File: config.mk
export PLATFORM = sky130hd
export DESIGN_NAME = serial_tx_path
export DESIGN_NICKNAME = d
export VERILOG_FILES = /design/src/rtl/stx_pkg.sv /design/src/rtl/stx_store.sv /design/src/rtl/stx_shifter.sv /design/src/rtl/serial_tx_path.sv
export SDC_FILE = /design/constraint.sdc
export NUM_CORES = 1
export LEC_CHECK = 0
export ABC_AREA = 1
export BUFFER_PORTS_ARGS = -buffer_cell sky130_fd_sc_hd__buf_2
export CORE_MARGIN = 2
export CORE_UTILIZATION = 45
export CTS_CLUSTER_SIZE = 28
export DETAILED_ROUTE_END_ITERATION = 12
export GPL_TIMING_DRIVEN = 0
export SLEW_MARGIN = 20
export SYNTH_ARGS = -nofsm -noshare
export SYNTH_HDL_FRONTEND = slang
export SYNTH_HIERARCHICAL = 1
export SYNTH_SLANG_ARGS = --single-unit
export TNS_END_PERCENT = 20
File: constraint.sdc
create_clock -name clk -period 2.71 [get_ports clk]
set_input_delay 0.542 -clock clk [delete_from_list [all_inputs] [get_ports clk]]
set_output_delay 0.542 -clock clk [all_outputs]
set_load 0.01 [all_outputs]
File: src/rtl/stx_pkg.sv
package stx_pkg;
  localparam int BYTE_W        = 8;
  localparam int TICKS_PER_BIT = 16;
  localparam int TICK_W        = $clog2(TICKS_PER_BIT);
  // start + data + parity + two stop bits
  localparam int FRAME_W       = 1 + BYTE_W + 1 + 2;
  localparam int BITS_W        = $clog2(FRAME_W + 1);
  typedef logic [BYTE_W-1:0] byte_t;
endpackage

File: src/rtl/stx_store.sv
module stx_store #(
  parameter int DEPTH = 16,
  parameter int DW    = 8,
  localparam int AW   = $clog2(DEPTH),
  localparam int CW   = AW + 1
) (
  input  logic          clk,
  input  logic          rst,
  input  logic          flush,
  input  logic          push,
  input  logic          pop,
  input  logic [DW-1:0] wdata,
  output logic [DW-1:0] rdata,
  output logic [CW-1:0] count
);
  logic [DW-1:0] mem [DEPTH];
  logic [AW-1:0] wptr, rptr;

  function automatic logic [AW-1:0] bump(input logic [AW-1:0] p);
    return (p == AW'(DEPTH - 1)) ? '0 : p + 1'b1;
  endfunction

  always_ff @(posedge clk) begin
    if (push) mem[wptr] <= wdata;
  end

  assign rdata = mem[rptr];

  always_ff @(posedge clk) begin
    if (rst || flush) begin
      wptr  <= '0;
      rptr  <= '0;
      count <= '0;
    end else begin
      if (push) wptr <= bump(wptr);
      if (pop)  rptr <= bump(rptr);
      count <= count + CW'(push) - CW'(pop);
    end
  end
endmodule

File: src/rtl/stx_shifter.sv
module stx_shifter
  import stx_pkg::*;
(
  input  logic       clk,
  input  logic       rst,
  input  logic       tick,
  input  logic       load,
  input  byte_t      data,
  input  logic [1:0] wlen,
  input  logic       par_en,
  input  logic       par_even,
  input  logic       two_stop,
  output logic       busy,
  output logic       txd
);
  logic [FRAME_W-1:0] frame, frame_q;
  logic [BITS_W-1:0]  nbits, bcnt;
  logic [TICK_W-1:0]  tcnt;
  logic [FRAME_W-1:0] data_ext;
  byte_t              mask;
  logic               pbit;
  int                 wl;

  always_comb begin
    wl       = 5 + int'(wlen);
    mask     = byte_t'(8'hFF >> (2'd3 - wlen));
    pbit     = par_even ? ^(data & mask) : ~^(data & mask);
    data_ext = FRAME_W'(data);
    for (int k = 0; k < FRAME_W; k++) begin
      if (k == 0)                  frame[k] = 1'b0;
      else if (k <= wl)            frame[k] = data_ext[k-1];
      else if (par_en && k == wl+1) frame[k] = pbit;
      else                         frame[k] = 1'b1;
    end
    nbits = BITS_W'(1 + wl + int'(par_en) + (two_stop ? 2 : 1));
  end

  always_ff @(posedge clk) begin
    if (rst) begin
      frame_q <= '1;
      busy    <= 1'b0;
      tcnt    <= '0;
      bcnt    <= '0;
    end else if (load) begin
      frame_q <= frame;
      busy    <= 1'b1;
      tcnt    <= '0;
      bcnt    <= nbits - 1'b1;
    end else if (busy && tick) begin
      if (tcnt == TICK_W'(TICKS_PER_BIT - 1)) begin
        tcnt    <= '0;
        frame_q <= {1'b1, frame_q[FRAME_W-1:1]};
        if (bcnt == '0) busy <= 1'b0;
        else            bcnt <= bcnt - 1'b1;
      end else begin
        tcnt <= tcnt + 1'b1;
      end
    end
  end

  assign txd = frame_q[0];
endmodule

File: src/rtl/serial_tx_path.sv
module serial_tx_path
  import stx_pkg::*;
#(
  parameter int DEPTH = 16
) (
  input  logic       clk,
  input  logic       rst,
  input  logic       tick16,
  input  logic       wr_en,
  input  logic [7:0] wr_data,
  input  logic       fifo_on,
  input  logic [1:0] wlen,
  input  logic       par_en,
  input  logic       par_even,
  input  logic       two_stop,
  input  logic       irq_en,
  input  logic       isr_rd,
  output logic       txd,
  output logic       hold_empty,
  output logic       line_empty,
  output logic       irq
);
  localparam int CW = $clog2(DEPTH) + 1;

  logic [CW-1:0] cnt, cap;
  logic          mode_q, chg, push, pop, busy, pend;
  byte_t         head;

  always_ff @(posedge clk) mode_q <= fifo_on;

  always_comb begin
    chg  = !rst && (fifo_on != mode_q);
    cap  = fifo_on ? CW'(DEPTH) : CW'(1);
    push = wr_en && !chg && (cnt < cap);
    pop  = !busy && (cnt != '0) && !chg;
  end

  stx_store #(.DEPTH(DEPTH), .DW(BYTE_W)) u_store (
    .clk(clk), .rst(rst), .flush(chg), .push(push), .pop(pop),
    .wdata(wr_data), .rdata(head), .count(cnt)
  );

  stx_shifter u_shift (
    .clk(clk), .rst(rst), .tick(tick16), .load(pop), .data(head),
    .wlen(wlen), .par_en(par_en), .par_even(par_even),
    .two_stop(two_stop), .busy(busy), .txd(txd)
  );

  always_ff @(posedge clk) begin
    if (rst)                                pend <= 1'b0;
    else if (pop && cnt == CW'(1) && !push) pend <= 1'b1;
    else if (isr_rd || push)                pend <= 1'b0;
  end

  assign hold_empty = (cnt == '0);
  assign line_empty = (cnt == '0) && !busy;
  assign irq        = pend && irq_en;
endmodule

==> results_dict.tcl <==
set metrics [dict create \
    status "finished, final reports clean" \
    die_area_mm2 0.0191 \
    gp_congestion 0.827 \
    fin_util_pct 51.4 \
    dpl_cell_area_mm2 0.00849 \
    setup_viol 0 \
    cp-end-kind "flip-flop" \
    postRouteWirelength_um 18500 \
    crit_top_cell "nand2_1" \
    critPathKind "flip-flop to flip-flop" \
    top_layer "met4" \
    worstSetupStartpointType "flip-flop" \
    ir_worst_vdd_uv 485 \
    total_power_mw 8.05 \
    cpMaxStageDelayCell "dfxtp_1" \
    holdWs_ns 0.263 \
    ant_nets 0 \
    insertion_delay_ns 0.44 \
    drc 0 \
    cts_buffer_depth 2 \
    syn_area_mm2 0.00810 \
    met1_length_um 8310 \
    tightest_slew_ns 0.904 \
    coreArea_mm2 0.0178 \
    die_y_um 138 \
    via_per_inst 4.96 \
    met3WireLength_um 974 \
    slew_headroom_pct 39.5 \
    rsz0062_at_grt "false" \
    clk_pin_slew_worst_paths_ns 0.06 \
    setup_ws_ns 0.266 \
    antenna_found_initial 0 \
    critPathMaxFanout 10 \
    p_leak_nw 4.09 \
    vias 5928 \
    final_cell_mix "nand2_1, inv_1, edfxtp_1" \
    ioPinCount 24 \
    pwr_density_cell_mw_per_mm2 882 \
    grt_usage_pct 20.4 \
    fin_worst_skew_ns 0.00838 \
    numPlacedInstances 1164 \
    cp_slowest_stage_delay_ns 0.31 \
    fin_nets 996 \
    reg2reg_setup_slack_ns 0.27 \
    grt_pass1_wl_um 29800 \
    io_buffers 22 \
    wl_per_cell_um 15.5 \
    crit_end "u_shift/frame_q[9]" \
    pre_cts_ws_ns -0.246 \
    grt_pass1_vias 5590 \
    cts_made_buffers 17 \
    final_area_mm2 0.00913 \
    cts_sinks 168 \
    seq_area_frac_synth_pct 57.4 \
    maxCapViolCount 0 \
    fin_cells 1195 \
    syn_to_final_growth_pct 12.8 \
    wl_met2_um 8860 \
    hold_viol_final 0 \
    r2r_cells 16 \
    hold_class "primary input to flip-flop" \
    synth_seq_cells 168 \
    row_count 49 \
    cts_tree "done" \
    period_minus_slack_ns 2.44 \
    critical_path_arrival_ns 2.75 \
    synth.distinct_cells 36 \
    r2r-end "u_shift/frame_q[9]" \
    path_cells "buf_6, inv_1, buf_2, nand3_1, nand3_1, nand2_1, inv_1, nand2_1, nand2_1, nand2_1, nand3_1, nand2_1, nand2_4, nand3_2, o21ai_1, nand3_1" \
    drv_slew 0 \
    fin_tns_setup_ns 0 \
    first_pass_iters 5 \
    gr-total-overflow 0 \
    max_freq_mhz 409 \
    cts-hold-fix-buffers 0 \
    period_share_pct 90.2 \
    required_ns 3.01 \
    synth_nets 955 \
    drive_gt1_share_pct 10.5 \
    cts_root_buffer "clkbuf_16" \
    antenna_cells 0 \
    dp_hpwl_um 12500 \
    grt_start_max_net_pins 17 \
    ys_warn_count 6 \
    drt_iter0_drc 420 \
    synth.avg_cell_area_um2 8.87 \
    synthCells 913 \
    nFillCells 1680 \
    dieWidth_um 138 \
    cts_max_level 4 \
    final_common_cell "nand2_1" \
    start_util_pct 45.5 \
]
## layer usage
metal | GRT usage [%] | vias up
li1 | - | 2997
met1 | 27.2 | 2759
met2 | 33.2 | 142
met3 | 4.54 | 30
met4 | 6.87 | 0
met5 | 0 | -
## power breakdown
part | internal, mW | total [mW] | switching, mW
logic | 0.794 | 2.40 | 1.61
registers | 2.94 | 3.04 | 0.0955
clock network | 1.62 | 2.61 | 0.990
## registers in the layout (all words and copies together), names as in the netlist, named ones only
register / count
u_store/mem: 128
u_shift/tcnt: 4
u_store/wptr: 4
u_store/rptr: 4
u_shift/busy: 1
mode_q: 1
u_shift/bcnt: 4
pend: 1
u_store/count: 5
u_shift/frame_q: 12
## synth_stat cells, drive strengths merged
master    n  area [um2]
xnor2     1        8.76
a211oi    1        7.51
ha       20         250
o21ai    25         125
nand4     5        46.3
nor3b     1        7.51
a31oi     1        6.26
and2      1        6.26
nor2     67         264
nand2   258         993
and3b     1        8.76
o31ai     1        7.51
dfxtp    40         801
or2       2        12.5
o22ai     3        18.8
buf      28         193
inv     170         638
clkbuf    3        11.3
nand3   119         611
xor2      4        35.0
nand3b    1        7.51
edfxtp  128        3840
fa        2        40.0
a21oi    22         110
nor3      9        45.0
## critical path, delay by kind of cell, from the launching register on
kind,cells,cell delay (ns)
simple gates,11,1.07
buf+inv,4,0.79
flops,1,0.31
compound gates,1,0.15
## worst min-delay path by stage
| stage | end | startpoint | slack [ns] | cells past startpoint |
|---|---|---|---|---|
| floorplan | u_shift/frame_q[9] | u_shift/frame_q[9] | 0.44 | 2 |
| global placement | u_shift/frame_q[0] | u_shift/frame_q[0] | 0.44 | 2 |
| detailed placement | u_shift/frame_q[0] | u_shift/frame_q[0] | 0.45 | 2 |
| CTS | mode_q | fifo_on | 0.25 | 1 |
| global route | mode_q | fifo_on | 0.26 | 1 |
| finish | mode_q | fifo_on | 0.26 | 1 |
## cell families after synthesis
| family | count (synthesis) | synth area share [%] |
|---|---|---|
| compound gates | 53 | 3.40 |
| xor+xnor | 5 | 0.541 |
| fa+ha+maj | 22 | 3.58 |
| buf+inv | 201 | 10.4 |
| flops | 168 | 57.4 |
| simple gates | 464 | 24.7 |
## layout make-up
class,count,area (um2),share of cell area [%]
Multi-Input combinational cell,544,2620,28.7
Buffer,31,204,2.23
Clock inverter,14,205,2.25
Timing Repair Buffer,22,110,1.21
Tap cell,229,287,3.14
Clock buffer,17,425,4.66
Inverter,170,638,6.99
Sequential cell,168,4640,50.9
## timing repair
item / 4_1_cts / 5_1_grt
resized for setup: 1 / 1
setup buffers: 0 / 0
endpoints found under the hold margin: 0 / 0
setup endpoints to repair: 1 / 1
Note: power is estimated with default switching activity, not from simulation.
